==> src/rtl/strop_pkg.sv <==
package strop_pkg;
   typedef enum logic {
      SEQ_IDLE = 1'b0,
      SEQ_RUN  = 1'b1
   } seq_state_e;

   typedef struct packed {
      logic down;
      logic wide;
      logic rep;
   } op_mode_t;
endpackage

==> src/rtl/strop_idx.sv <==
module strop_idx #(
   parameter int W       = 16,
   parameter bit WORD_EN = 1'b1
) (
   input  logic         clk,
   input  logic         rst_n,
   input  logic         ld,
   input  logic [W-1:0] ld_val,
   input  logic         adv,
   input  logic         down,
   input  logic         wide,
   output logic [W-1:0] q
);
   logic [W-1:0] step;

   generate
      if (WORD_EN) begin : g_sized
         assign step = wide ? W'(2) : W'(1);
      end else begin : g_byte_only
         logic unused_wide;
         assign unused_wide = wide;
         assign step = W'(1);
      end
   endgenerate

   always_ff @(posedge clk) begin
      if (!rst_n)   q <= '0;
      else if (ld)  q <= ld_val;
      else if (adv) q <= down ? (q - step) : (q + step);
   end
endmodule

==> src/rtl/strop_cnt.sv <==
module strop_cnt #(
   parameter int W = 16
) (
   input  logic         clk,
   input  logic         rst_n,
   input  logic         ld,
   input  logic [W-1:0] ld_val,
   input  logic         dec,
   output logic [W-1:0] q,
   output logic         is_zero,
   output logic         is_one
);
   always_ff @(posedge clk) begin
      if (!rst_n)   q <= '0;
      else if (ld)  q <= ld_val;
      else if (dec) q <= q - W'(1);
   end

   assign is_zero = (q == '0);
   assign is_one  = (q == W'(1));
endmodule

==> src/rtl/strop_ctrl.sv <==
module strop_ctrl
   import strop_pkg::*;
(
   input  logic     clk,
   input  logic     rst_n,
   input  logic     start,
   input  logic     ld,
   input  logic     rep,
   input  logic     wide,
   input  logic     down,
   input  logic     cnt_zero,
   input  logic     cnt_one,
   input  logic     ack,
   output logic     busy,
   output logic     req,
   output logic     done,
   output logic     adv,
   output logic     dec,
   output op_mode_t mode
);
   seq_state_e state_q;
   op_mode_t   mode_q;
   logic       done_q;
   logic       go, empty, fire, last;

   assign go    = (state_q == SEQ_IDLE) && start && !ld;
   assign empty = go && rep && cnt_zero;
   assign fire  = (state_q == SEQ_RUN) && ack;
   assign last  = !mode_q.rep || cnt_one;

   always_ff @(posedge clk) begin
      if (!rst_n) begin
         state_q <= SEQ_IDLE;
         mode_q  <= '0;
         done_q  <= 1'b0;
      end else begin
         done_q <= empty || (fire && last);
         case (state_q)
            SEQ_IDLE:
               if (go && !empty) begin
                  state_q <= SEQ_RUN;
                  mode_q  <= '{down: down, wide: wide, rep: rep};
               end
            SEQ_RUN:
               if (fire && last) state_q <= SEQ_IDLE;
            default: state_q <= SEQ_IDLE;
         endcase
      end
   end

   assign busy = (state_q == SEQ_RUN);
   assign req  = busy;
   assign done = done_q;
   assign adv  = fire;
   assign dec  = fire && mode_q.rep;
   assign mode = mode_q;
endmodule

==> src/rtl/strop_seq.sv <==
module strop_seq
   import strop_pkg::*;
#(
   parameter int IDX_W   = 16,
   parameter int CNT_W   = 16,
   parameter bit WORD_EN = 1'b1
) (
   input  logic             clk,
   input  logic             rst_n,
   input  logic             ld,
   input  logic [IDX_W-1:0] src_init,
   input  logic [IDX_W-1:0] dst_init,
   input  logic [CNT_W-1:0] cnt_init,
   input  logic             start,
   input  logic             rep,
   input  logic             wide,
   input  logic             dir_down,
   input  logic             elem_ack,
   output logic             elem_req,
   output logic [IDX_W-1:0] src_off,
   output logic [IDX_W-1:0] dst_off,
   output logic [CNT_W-1:0] cnt_val,
   output logic             busy,
   output logic             done
);
   localparam int N_IDX = 2;

   generate
      if (IDX_W < 2) begin : g_bad_idx
         $error("strop_seq: IDX_W must be at least 2");
      end
      if (CNT_W < 1) begin : g_bad_cnt
         $error("strop_seq: CNT_W must be at least 1");
      end
   endgenerate

   op_mode_t         mode;
   logic             adv, dec, cnt_zero, cnt_one, ld_ok;
   logic [IDX_W-1:0] idx_init [N_IDX];
   logic [IDX_W-1:0] idx_q    [N_IDX];

   assign ld_ok       = ld && !busy;
   assign idx_init[0] = src_init;
   assign idx_init[1] = dst_init;

   strop_ctrl u_ctrl (
      .clk      (clk),
      .rst_n    (rst_n),
      .start    (start),
      .ld       (ld),
      .rep      (rep),
      .wide     (wide),
      .down     (dir_down),
      .cnt_zero (cnt_zero),
      .cnt_one  (cnt_one),
      .ack      (elem_ack),
      .busy     (busy),
      .req      (elem_req),
      .done     (done),
      .adv      (adv),
      .dec      (dec),
      .mode     (mode)
   );

   for (genvar i = 0; i < N_IDX; i++) begin : g_idx
      strop_idx #(.W(IDX_W), .WORD_EN(WORD_EN)) u_idx (
         .clk    (clk),
         .rst_n  (rst_n),
         .ld     (ld_ok),
         .ld_val (idx_init[i]),
         .adv    (adv),
         .down   (mode.down),
         .wide   (mode.wide),
         .q      (idx_q[i])
      );
   end

   strop_cnt #(.W(CNT_W)) u_cnt (
      .clk     (clk),
      .rst_n   (rst_n),
      .ld      (ld_ok),
      .ld_val  (cnt_init),
      .dec     (dec),
      .q       (cnt_val),
      .is_zero (cnt_zero),
      .is_one  (cnt_one)
   );

   assign src_off = idx_q[0];
   assign dst_off = idx_q[1];
endmodule

==> config.mk <==
export PLATFORM = sky130hd
export DESIGN_NAME = strop_seq
export DESIGN_NICKNAME = d
export VERILOG_FILES = /design/src/rtl/strop_pkg.sv /design/src/rtl/strop_idx.sv /design/src/rtl/strop_cnt.sv /design/src/rtl/strop_ctrl.sv /design/src/rtl/strop_seq.sv
export SDC_FILE = /design/constraint.sdc
export NUM_CORES = 1
export LEC_CHECK = 0
export ABC_AREA = 1
export CAP_MARGIN = 20
export CORE_MARGIN = 2
export CORE_UTILIZATION = 70
export DETAILED_ROUTE_END_ITERATION = 16
export DONT_BUFFER_PORTS = 1
export PLACE_DENSITY = 0.86
export RECOVER_POWER = 50
export SLEW_MARGIN = 25
export SYNTH_ARGS = -nofsm -noshare
export SYNTH_HDL_FRONTEND = slang
export SYNTH_SLANG_ARGS = --single-unit
==> constraint.sdc <==
create_clock -name clk -period 3.4 [get_ports clk]
set_input_delay 0.68 -clock clk [delete_from_list [all_inputs] [get_ports clk]]
set_output_delay 0.68 -clock clk [all_outputs]
set_load 0.01 [all_outputs]
==> metrics.md, run 1 <==
| Metric | Value |
|---|---|
| Status | `complete, no violations` |
| Critical path endpoint category | `flop` |
| Vias | `4,666` |
| # clock sinks | `between 50 and 60` |
| I/O Buffers | `0` |
| Total Power | `1.823 mW` |
| Final clock skew | `around 0.0080 ns` |
| Yosys top cell by area | `dfxtp_1` |
| Global-route wire length before repair | `19,820 um` |
| Worst EP required | `3.58 ns` |
| Die footprint | `7162 um2` |
| Pre-antenna DRT Iters | `5` |
| Crit path launch | `u_ctrl.mode[2]$_SDFFE_PN0P_` |
| Post-synth EDFFs | `0` |
| Post-Route WL | `approximately 12,000 um` |
| Initial antenna violation count | `0` |
| Min Tclk post-route | `between 2 and 2.5 ns` |
| Slew HR | `44.26%` |
| # fillers | `536` |
| Fmax | `around 450 MHz` |
| Max cap viols | `0` |
| Postcts setup bufs | `0` |
| Clk buf depth | `2` |
| CP endpoint | `g_idx[1].u_idx.q[15]$_SDFFE_PN0P_` |
| Htree depth | `2` |
| Setup crit start kind | `flop` |
| CTS tree | `yes` |
| Cell Pwr Density | `around 400 nW/um2` |
| Worst-margin pin slew | `around 0.83 ns` |
| CP arrival | `around 2.4 ns` |
| Worst VDD drop | `0.2462 mV` |
| Pins Over Slew Limit | `0` |
| Cell count after synthesis | `slightly below 700` |
| Die Span Y | `between 80 and 90 um` |
| Total GRT Usage | `about a third` |
| Vias in the first global route | `4,410` |
| HP Class | `in2reg` |
| # DRC | `0` |
| Placer Congestion | `0.9256` |
| Post-place setup slack | `between 1 and 1.5 ns` |
| Vias/cell | `6.139` |
| Layout cell share with drive strength beyond 1 | `a little over a tenth` |
| Core Util, Final | `approximately three quarters` |
| Post-DP HPWL | `about 8800 um` |
| Yosys top cell area share | `around a quarter` |
| Unique masters post-synth | `46` |
| GRT overflow | `0` |
| Clock transition at path regs | `0.11 ns` |
| Worst reg2reg path depth | `12` |
| Cts bufs inserted | `5` |
| Setup TNS | `0 ns` |
| Reg2reg end | `g_idx[1].u_idx.q[15]$_SDFFE_PN0P_` |
| Commonest non-fill, non-tap cells in the layout | `145 x nand2_1, 87 x nor2_1, 63 x inv_1, 62 x a21oi_1, 54 x nand3_1` |
| Final period utilization | `between 60 and 70%` |
| Initial DRC count | `roughly 190` |
| IO Count | `107` |
| Core area | `6314 um2` |
| Final setup vio count | `0` |
| Post-synthesis area per instance | `around 6.6 um2` |
| Fin nets | `~770` |
| Flops & latches, synth | `53` |
| Die W | `84.63 um` |
| Worst r2r src | `u_ctrl.mode[2]$_SDFFE_PN0P_` |
| Hold buffer count at CTS | `0` |
| Sequential-to-total area share from yosys stat | `23.32%` |
| Skew-Pair Late Insertion Delay | `around 0.32 ns` |
| Initial Utilization | `72.08%` |
| CTS Root Cell | `clkbuf_8` |
| Leak Pwr | `2.284 nW` |
| Num rows | `29` |
| Mapped cell area | `4551 um2` |
| Mapped Nets | `783` |
| Final WS setup | `between 1 and 1.5 ns` |
| Diode count | `0` |
| Synth Flop Type | `dfxtp_1` |
| Drt wl/cell | `15.82 um` |
| RSZ-0062 raised after global routing | `no` |
| Register-to-register setup slack | `approximately 1.2 ns` |
| Top cells by area in the synthesized netlist | `dfxtp_1 23%, nand2_1 12%, ha_1 9.1%` |
| Yosys synthesis warning count | `0` |
| CP max FO | `34` |
| Crit Path Category | `reg2reg` |
| Antenna Violating Nets Remaining | `0` |
| Largest net degree at the start of global routing | `46` |
| Async SR Flop Fraction | `0%` |
| Endpoints failing hold | `0` |
| CTS resizes | `0` |
| Commonest non-fill, non-tap cell in the layout | `nand2_1` |
| Syn-to-layout area delta | `2.282%` |
-- routing by layer --
metal | vias to the layer above | GRT usage (%) | share of wire, %
met3 | 23 | 6.391 | 7.9
met2 | 173 | 57.34 | 48
met1 | 2163 | 41.43 | 42
li1 | 2307 | - | -
met4 | 0 | 11.26 | 1.8
met5 | - | 0 | 0
-- area by class of cell --
cell class                      count  area (um2)  share of cell area (%)
Timing Repair Buffer                4       30.03                  0.6452
Sequential cell                    53        1061                   22.80
Tap cell                           77       96.34                   2.070
Clock buffer                        6       82.58                   1.774
Inverter                           77       291.5                   6.263
Clock inverter                      2       37.54                  0.8065
Multi-Input combinational cell    541        3055                   65.65
-- report_power, final --
part | internal [mW] | total (mW) | switching (mW)
combinational | 0.205 | 0.584 | 0.379
sequential | 0.675 | 0.766 | 0.0908
clock | 0.240 | 0.473 | 0.233
total | 1.12 | 1.82 | 0.703
-- cell families (layout without fill, tap and decap cells) --
kind of cell	Yosys count	after routing	share of synthesized area [%]
compound gates	159	159	21.06
xor+xnor	13	13	2.502
fa+ha+maj	33	33	9.074
buf+inv	100	89	9.156
flops	53	53	23.32
simple gates	336	336	34.89
-- worst max-delay path, cell delays in order, from the launching register on --
cell and delay, ns:
dfxtp_1 0.32, buf_4 0.39, ha_1 0.38, nand2_1 0.14, inv_1 0.08, a21oi_1 0.23
nor2_1 0.07, nor2_1 0.14, nand2_1 0.07, nand2_1 0.05, nand3_1 0.06, nand2_1 0.11
a21oi_2 0.05
-- sequential cells by signal, summed over array words and instances, names as in the netlist --
signal and cells:
u_ctrl.busy 1, g_idx.u_idx.q 32, u_cnt.q 16, u_ctrl.mode 3, u_ctrl.done 1
-- per-stage QoR --
stage	area, um2	instances	hold slack (ns)
floorplan	4551	694	0.5062
global placement	4552	752	0.5254
detailed placement	4552	752	0.5307
CTS	4672	760	0.4596
global route	4654	760	0.4555
finish	4654	760	0.4568
-- synth_stat cells, types with 9 or more instances --
library cell,n
clkbuf_1,9
nand3_1,54
inv_1,63
o21ai_0,20
a21oi_1,62
dfxtp_1,53
nand2_2,10
o21ai_1,21
nand2_1,145
a21oi_2,10
xor2_1,11
o211ai_1,10
a21o_1,11
nand2_4,11
ha_1,33
inv_2,13
nor2_1,87
-- worst min-delay path by stage --
| stage | cells past startpoint | endpoint | startpoint | slack [ns] |
|---|---|---|---|---|
| 6_report | 2 | u_cnt.q[5]$_SDFFE_PN0P_ | rst_n | 0.46 |
| 5_1_grt | 2 | u_cnt.q[5]$_SDFFE_PN0P_ | rst_n | 0.46 |
| 4_1_cts | 2 | u_cnt.q[5]$_SDFFE_PN0P_ | rst_n | 0.46 |
| 3_5_place_dp | 2 | g_idx[0].u_idx.q[7]$_SDFFE_PN0P_ | g_idx[0].u_idx.q[7]$_SDFFE_PN0P_ | 0.53 |
| 3_3_place_gp | 2 | u_ctrl.mode[0]$_SDFFE_PN0P_ | u_ctrl.mode[0]$_SDFFE_PN0P_ | 0.53 |
| 2_1_floorplan | 2 | g_idx[0].u_idx.q[11]$_SDFFE_PN0P_ | g_idx[0].u_idx.q[11]$_SDFFE_PN0P_ | 0.51 |
(Power assumes the default switching activity.)
==> run 2, diff against run 1 <==
- ABC_AREA: 1 -> 0
- CORE_UTILIZATION: 70 -> 65
- PLACE_DENSITY: 0.86 -> 0.81
- clock period: 3.4 -> 2.2 ns (I/O delays scaled with it)
==> metrics.md, run 2 <==
| Metric | Value |
|---|---|
| Met3 Resource Use GR | `8.462% (+2.1 points)` |
| Fmax | `434.0 MHz (-2.5%)` |
| Worst path depth | `9 (-3)` |
| # clock sinks | `53 (unchanged)` |
| Worst VDD drop | `0.4439 mV (+80%)` |
| # fillers | `388 (-28%)` |
| Mapped Nets | `578 (-26%)` |
| Yosys top cell by area | `dfxtp_1` |
| Area taken by multi-input logic gates | `2945 um2 (-3.6%)` |
| Violated checks | `setup timing` |
| Num rows | `28 (-3.4%)` |
| Core Util, Final | `81.04% (+7.3 points)` |
| Diode count | `0 (unchanged)` |
| Clock share of power | `26.8% (+0.9 points)` |
| Die footprint | `6674 um2 (-6.8%)` |
| Vias in the first global route | `3,700 (-16%)` |
| Global-route wire length before repair | `16,570 um (-16%)` |
| Vias/cell | `6.532 (+6.4%)` |
| Worst EP required | `2.41 ns (-1.17 ns)` |
| Status | `finished with violations` |
| Yosys top cell area share | `27.04% (+3.7 points)` |
| Combinational Power Share | `30.6% (-1.4 points)` |
| Setup crit start kind | `flop` |
| Largest net degree at the start of global routing | `55 (+20%)` |
| GRT overflow | `0 (unchanged)` |
| Worst reg2reg path depth | `9 (-3)` |
| Max stage delay on crit path | `0.40 ns (about the same)` |
| Cell with the most instances after synthesis | `nand2_1` |
| Die W | `81.70 um (-3.5%)` |
| Initial Utilization | `66.67% (-5.4 points)` |
| Core area | `5886 um2 (-6.8%)` |
| HP Class | `in2reg` |
| Pre-antenna DRT Iters | `5 (unchanged)` |
| Antenna Violating Nets Remaining | `0 (unchanged)` |
| Met1 usage | `36.27% (-5.2 points)` |
| Worst-margin pin slew | `0.4617 ns (-0.3733 ns)` |
| Largest delay share family, worst path | `compound AO/OA/AOI/OAI gates` |
| Drt wl/cell | `18.25 um (+15%)` |
| Total GRT Usage | `31.45% (-1.8 points)` |
| Max cap viols | `0 (unchanged)` |
| Reg power frac | `42.6% (+0.6 points)` |
| Total Power | `2.688 mW (+47%)` |
| Top cells by area in the synthesized netlist | `dfxtp_1 27%, ha_1 11%, nand2_1 7.5%` |
| Area occupied by registers | `1065 um2 (+0.35%)` |
| Int Pwr | `1.787 mW (+60%)` |
| Fin nets | `626 (-19%)` |
| Syn-to-layout area delta | `21.56%` |
| Post-Route WL | `11,190 um (-6.9%)` |
| Most frequent CP cell | `o211ai_1` |
| Endpoints failing hold | `0 (unchanged)` |
| Final period utilization | `104.7% (+39 points)` |
| Placed Area | `4451 um2 (-2.2%)` |
| Htree depth | `2 (unchanged)` |
| Commonest non-fill, non-tap cell in the layout | `nand2_1` |
| CP max stage cell | `dfxtp_4` |
| Initial antenna violation count | `0 (unchanged)` |
| I/O Buffers | `0 (unchanged)` |
| Sequential-to-total area share from yosys stat | `27.04% (+3.7 points)` |
| # DRC | `0 (unchanged)` |
| CP cell instances | `buf_4 > buf_6 > ha_4 > o211ai_1 > o211ai_1 > a21boi_2 > o311ai_2 > nand4_1 > nor3b_2` |
| RSZ-0062 raised after global routing | `yes` |
| Die Span Y | `81.70 um (-3.5%)` |
| Placer Congestion | `0.9354 (+1.1%)` |
| Most Used Layer, Global Route | `met2` |
| Register-to-register setup slack | `-0.10 ns (-1.26 ns)` |
| Post-synth EDFFs | `0 (unchanged)` |
| Layout cell share with drive strength beyond 1 | `21.56% (+11 points)` |
| CTS tree | `yes` |
| Cell count after synthesis | `489 (-30%)` |
| CP max FO | `7 (-79%)` |
| Cts bufs inserted | `5 (unchanged)` |
| Yosys synthesis warning count | `0 (unchanged)` |
| Hold buffer count at CTS | `0 (unchanged)` |
| Register name with the most flops | `g_idx.u_idx.q` |
| Async SR Flop Fraction | `0% (unchanged)` |
| Flops & latches, synth | `53 (unchanged)` |
| Pins Over Slew Limit | `0 (unchanged)` |
| Net Sw Power | `900.8 uW (+28%)` |
| Slew HR | `69.08% (+25 points)` |
| CTS Root Cell | `clkbuf_8` |
| Post-DP HPWL | `7888 um (-11%)` |
| Critical path endpoint category | `flop` |
| Initial DRC count | `188 (-2.6%)` |
| Min Tclk post-route | `2.304 ns (+0.05776 ns)` |
| Synth Flop Type | `dfxtp_1` |
| Post-synthesis area per instance | `8.024 um2 (+22%)` |
| CP arrival | `2.51 ns (+0.09 ns)` |
| Clock transition at path regs | `0.10 ns (about the same)` |
| Crit Path Category | `reg2reg` |
| Worst Path Buf+Inv | `2 (unchanged)` |
| Setup TNS | `-0.3439 ns (-0.3439 ns)` |
| Max reg flops | `32 (unchanged)` |
| Skew-Pair Late Insertion Delay | `0.31 ns (about the same)` |
| Commonest non-fill, non-tap cells in the layout | `76 x nand2_1, 52 x dfxtp_1, 50 x buf_4, 30 x a21oi_1, 24 x ha_1` |
| Clk buf depth | `2 (unchanged)` |
| Post-synth top cells | `78 x nand2_1, 53 x dfxtp_1, 38 x a21oi_1` |
| Reg2reg end | `g_idx[0].u_idx.q[15]$_SDFFE_PN0P_` |
| Vias | `4,004 (-14%)` |
| Net Sw Frac | `33.52% (-5.0 points)` |
| Mapped cell area | `3924 um2 (-14%)` |
| Leak Pwr | `2.152 nW (-5.7%)` |
| Final clock skew | `0.007886 ns (-0.0001392 ns)` |
| Unique masters post-synth | `58 (+26%)` |
| Cell Pwr Density | `563.5 nW/um2 (+44%)` |
| Worst r2r src | `u_ctrl.mode[2]$_SDFFE_PN0P_` |
| Final instance area | `4770 um2 (+2.5%)` |
| IO Count | `107 (unchanged)` |
| CP endpoint | `g_idx[0].u_idx.q[15]$_SDFFE_PN0P_` |
| Final WS setup | `-0.1039 ns (-1.258 ns)` |
| Final setup vio count | `7 (+7)` |
| Crit path launch | `u_ctrl.mode[2]$_SDFFE_PN0P_` |
| GRT met2 Usage | `57.21% (-0.12 points)` |
## run 2: timing repair
action | in CTS | in global routing
setup buffers | 0 | 6
setup endpoints to repair | 10 | 22
pin swaps | 3 | 22
resized for setup | 9 | 45
hold endpoints to repair | 0 | 0
## run 2: worst reg2reg max path: cells and delay by family, from the launching register on
kind	cells	cell delay [ns]
AO/OA/AOI/OAI	4	0.93
buffers and inverters	2	0.30
adder cells (fa/ha/maj)	1	0.29
flip-flops	1	0.40
AND/OR/NAND/NOR	2	0.29
## run 2: worst min-delay path by stage
stage / slack [ns] / start / to / depth (start not counted)
2_1_floorplan: 0.51 / g_idx[0].u_idx.q[6]$_SDFFE_PN0P_ / g_idx[0].u_idx.q[6]$_SDFFE_PN0P_ / 2
3_3_place_gp: 0.56 / u_ctrl.mode[0]$_SDFFE_PN0P_ / u_ctrl.mode[0]$_SDFFE_PN0P_ / 2
3_5_place_dp: 0.57 / rst_n / g_idx[1].u_idx.q[7]$_SDFFE_PN0P_ / 2
4_1_cts: 0.23 / rst_n / g_idx[1].u_idx.q[7]$_SDFFE_PN0P_ / 2
5_1_grt: 0.24 / rst_n / g_idx[1].u_idx.q[7]$_SDFFE_PN0P_ / 2
6_report: 0.24 / rst_n / g_idx[1].u_idx.q[7]$_SDFFE_PN0P_ / 2
## run 2: kinds of logic (layout without fill, tap and decap cells)
family | Yosys count | count (layout) | share of synthesized area, %
AND/OR/NAND/NOR | 171 | 171 | 21.75
AO/OA/AOI/OAI | 147 | 147 | 26.24
flip-flops | 53 | 53 | 27.04
buffers and inverters | 42 | 91 | 4.655
XOR/XNOR | 37 | 37 | 8.259
adder cells (fa/ha/maj) | 34 | 34 | 10.78
multiplexers | 5 | 5 | 1.276
## run 2: metrics by stage
stage	instances	setup slack, ns	hold WS (ns)
2_1_floorplan	489	-0.03165	0.5108
3_3_place_gp	599	0.03053	0.5584
3_5_place_dp	599	-0.03495	0.5685
4_1_cts	607	-0.07282	0.2327
5_1_grt	613	-0.1919	0.2355
6_report	613	-0.1039	0.2359
## run 2: area by class of cell
class                   count  share of cell area, %
multi-input cells         394                  61.75
inverters                  14                  1.102
repair buffers             69                  10.36
clock buffers               6                  1.731
well taps                  75                  1.967
flip-flops and latches     53                  22.32
clock inverters             2                 0.7608
## run 2: power groups by stage
stage               Sequential (mW)  Combinational (mW)  Clock (mW)
floorplan                      1.18               0.508           0
global placement               1.16               0.734           0
detailed placement             1.17               0.761           0
CTS                            1.15               0.780       0.726
global route                   1.16               0.906       0.745
finish                         1.15               0.823       0.719
## run 2: metal layers
metal | vias up | part of all wire (%)
met2 | 198 | 49
met5 | - | 0
met1 | 1872 | 39
met4 | 0 | 3.2
met3 | 45 | 9.1
li1 | 1889 | -
==> run 3, diff against run 2 <==
- CORE_UTILIZATION: 65 -> 69
- PLACE_DENSITY: 0.81 -> 0.85
- clock period: 2.2 -> 2.7 ns (I/O delays scaled with it)
==> metrics.md, run 3 (synthesized netlist as in run 2, its figures left out) <==
| Metric | Value |
|---|---|
| Post-Route WL | `9544 um (-15%)` |
| Initial Utilization | `71.26% (+4.6 points)` |
| Initial DRC count | `235 (+25%)` |
| Vias in the first global route | `3,317 (-10%)` |
| Diode count | `0 (unchanged)` |
| Register name with the most flops | `g_idx.u_idx.q` |
| CP max FO | `19 (+12)` |
| Antenna Violating Nets Remaining | `0 (unchanged)` |
| Crit Path Category | `reg2reg` |
| Worst hold path depth | `2 (unchanged)` |
| RSZ-0062 raised after global routing | `no` |
| Critical path endpoint category | `flop` |
| Hold buffer count at CTS | `0 (unchanged)` |
| Largest net degree at the start of global routing | `55 (unchanged)` |
| Postcts setup bufs | `0 (unchanged)` |
| Global-route wire length before repair | `15,500 um (-6.5%)` |
| IO Count | `107 (unchanged)` |
| # clock sinks | `53 (unchanged)` |
| Cts bufs inserted | `5 (unchanged)` |
| Die footprint | `6306 um2 (-5.5%)` |
| Final setup vio count | `0 (-7)` |
| CTS resizes | `0 (-9)` |
| Leak Pwr | `1.880 nW (-13%)` |
| Drt wl/cell | `17.26 um (-5.4%)` |
| # DRC | `0 (unchanged)` |
| Die Span Y | `79.41 um (-2.8%)` |
| Vias/cell | `6.523 (-0.14%)` |
| Pins Over Slew Limit | `0 (unchanged)` |
| Setup TNS | `0 ns (+0.3439 ns)` |
| CP arrival | `2.73 ns (+0.22 ns)` |
| I/O Buffers | `0 (unchanged)` |
| Fmax | `399.3 MHz (-8.0%)` |
| Max cap viols | `0 (unchanged)` |
| Syn-to-layout area delta | `4.209%` |
| Clock transition at path regs | `0.09 ns (about the same)` |
| Setup crit start kind | `flop` |
| Clk buf depth | `2 (unchanged)` |
| Max reg flops | `32 (unchanged)` |
| GRT overflow | `0 (unchanged)` |
| Vias | `3,607 (-9.9%)` |
| Layout cell share with drive strength beyond 1 | `6.653% (-15 points)` |
| Commonest non-fill, non-tap cells in the layout | `78 x nand2_1, 52 x dfxtp_1, 38 x a21oi_1, 33 x ha_1, 23 x o211a_1` |
| Register-to-register setup slack | `0.20 ns (+0.30 ns)` |
| Final instance area | `4089 um2 (-14%)` |
| Worst EP required | `2.93 ns (+0.52 ns)` |
| CTS Root Cell | `clkbuf_8` |
| Worst r2r src | `u_ctrl.mode[2]$_SDFFE_PN0P_` |
| Total GRT Usage | `30.71% (-0.73 points)` |
| Num rows | `27 (-3.6%)` |
| Worst reg2reg path depth | `8 (-1)` |
| CTS tree | `yes` |
| CP endpoint | `g_idx[0].u_idx.q[15]$_SDFFE_PN0P_` |
| Initial antenna violation count | `0 (unchanged)` |
| Final period utilization | `92.76% (-12 points)` |
| Min Tclk post-route | `2.505 ns (+0.2006 ns)` |
| Pre-antenna DRT Iters | `5 (unchanged)` |
| Post-DP HPWL | `6984 um (-11%)` |
| Placed Area | `3980 um2 (-11%)` |
| Final clock skew | `0.01008 ns (+0.002190 ns)` |
| Htree depth | `2 (unchanged)` |
| Reg2reg end | `g_idx[0].u_idx.q[15]$_SDFFE_PN0P_` |
| Slew HR | `70.30% (+1.2 points)` |
| Worst VDD drop | `0.3277 mV (-26%)` |
| Commonest non-fill, non-tap cell in the layout | `nand2_1` |
| Skew-Pair Late Insertion Delay | `0.31 ns (about the same)` |
| Status | `complete, no violations` |
| Die W | `79.41 um (-2.8%)` |
| Placer Congestion | `0.8893 (-4.9%)` |
| Endpoints failing hold | `0 (unchanged)` |
| Crit path launch | `u_ctrl.mode[2]$_SDFFE_PN0P_` |
| HP Class | `in2reg` |
| Fin nets | `569 (-9.1%)` |
| Cell Pwr Density | `464.4 nW/um2 (-18%)` |
| Worst-margin pin slew | `0.4449 ns (-0.01674 ns)` |
| Core area | `5507 um2 (-6.4%)` |
-- run 3: changes by cell type in the layout (fill, tap and decap cells not counted), moves of 4 or more --
cell,change
a21oi_1,+8
buf_4,-38
ha_1,+9
o21ai_0,+8
ha_4,-5
o21ai_2,-4
o21ai_1,-4
clkbuf_1,-14
ha_2,-4
a21oi_2,-8
-- run 3: through the flow --
step / hold slack [ns] / cells / total power [mW] / utilization (%) / worst slack (ns)
3_3_place_gp: 0.5497 / 545 / 1.445 / 72.28 / 0.2238
4_1_cts: 0.3394 / 553 / 1.902 / 73.78 / 0.09335
3_5_place_dp: 0.5542 / 545 / 1.463 / 72.28 / 0.1137
2_1_floorplan: 0.5108 / 489 / 1.364 / - / 0.2797
5_1_grt: 0.3381 / 553 / 2.014 / 74.26 / 0.002973
6_report: 0.3454 / 553 / 1.899 / 74.26 / 0.1954
-- run 3: critical path, stage by stage, from the launching register on --
cell and delay [ns]:
dfxtp_4 0.43, buf_4 0.22, ha_1 0.38, o211ai_1 0.14, o211ai_1 0.36, a21boi_1 0.19
o311ai_1 0.36, a21oi_1 0.12, nor3b_1 0.21
-- run 3: power by group --
group	total, mW	internal, mW	switching, mW
clock	0.440	0.181	0.260
combinational	0.497	0.218	0.279
sequential	0.962	0.849	0.112
total	1.90	1.25	0.651
-- run 3: area by class of cell --
class	count	area (um2)
clock buffer	6	72.57
clock inverter	2	10.01
fill	435	1418
inverter	14	52.55
multi-input combinational	394	2709
sequential	53	1065
tap	72	90.09
timing repair buffer	12	90.09
-- run 3: worst min-delay path by stage --
stage	from	end	slack, ns
3_3_place_gp	g_idx[0].u_idx.q[6]$_SDFFE_PN0P_	g_idx[0].u_idx.q[6]$_SDFFE_PN0P_	0.55
3_5_place_dp	g_idx[0].u_idx.q[6]$_SDFFE_PN0P_	g_idx[0].u_idx.q[6]$_SDFFE_PN0P_	0.55
4_1_cts	rst_n	g_idx[0].u_idx.q[8]$_SDFFE_PN0P_	0.34
6_report	rst_n	g_idx[0].u_idx.q[12]$_SDFFE_PN0P_	0.35
2_1_floorplan	g_idx[0].u_idx.q[6]$_SDFFE_PN0P_	g_idx[0].u_idx.q[6]$_SDFFE_PN0P_	0.51
5_1_grt	rst_n	g_idx[1].u_idx.q[13]$_SDFFE_PN0P_	0.34
-- run 3: routing by layer --
layer | vias up | global-route usage, % | wire [um]
met5 | - | 0 | 0
met4 | 0 | 6.207 | 100
met3 | 14 | 7.127 | 747
met2 | 136 | 53.90 | 4600
met1 | 1673 | 38.53 | 4095
li1 | 1784 | - | -
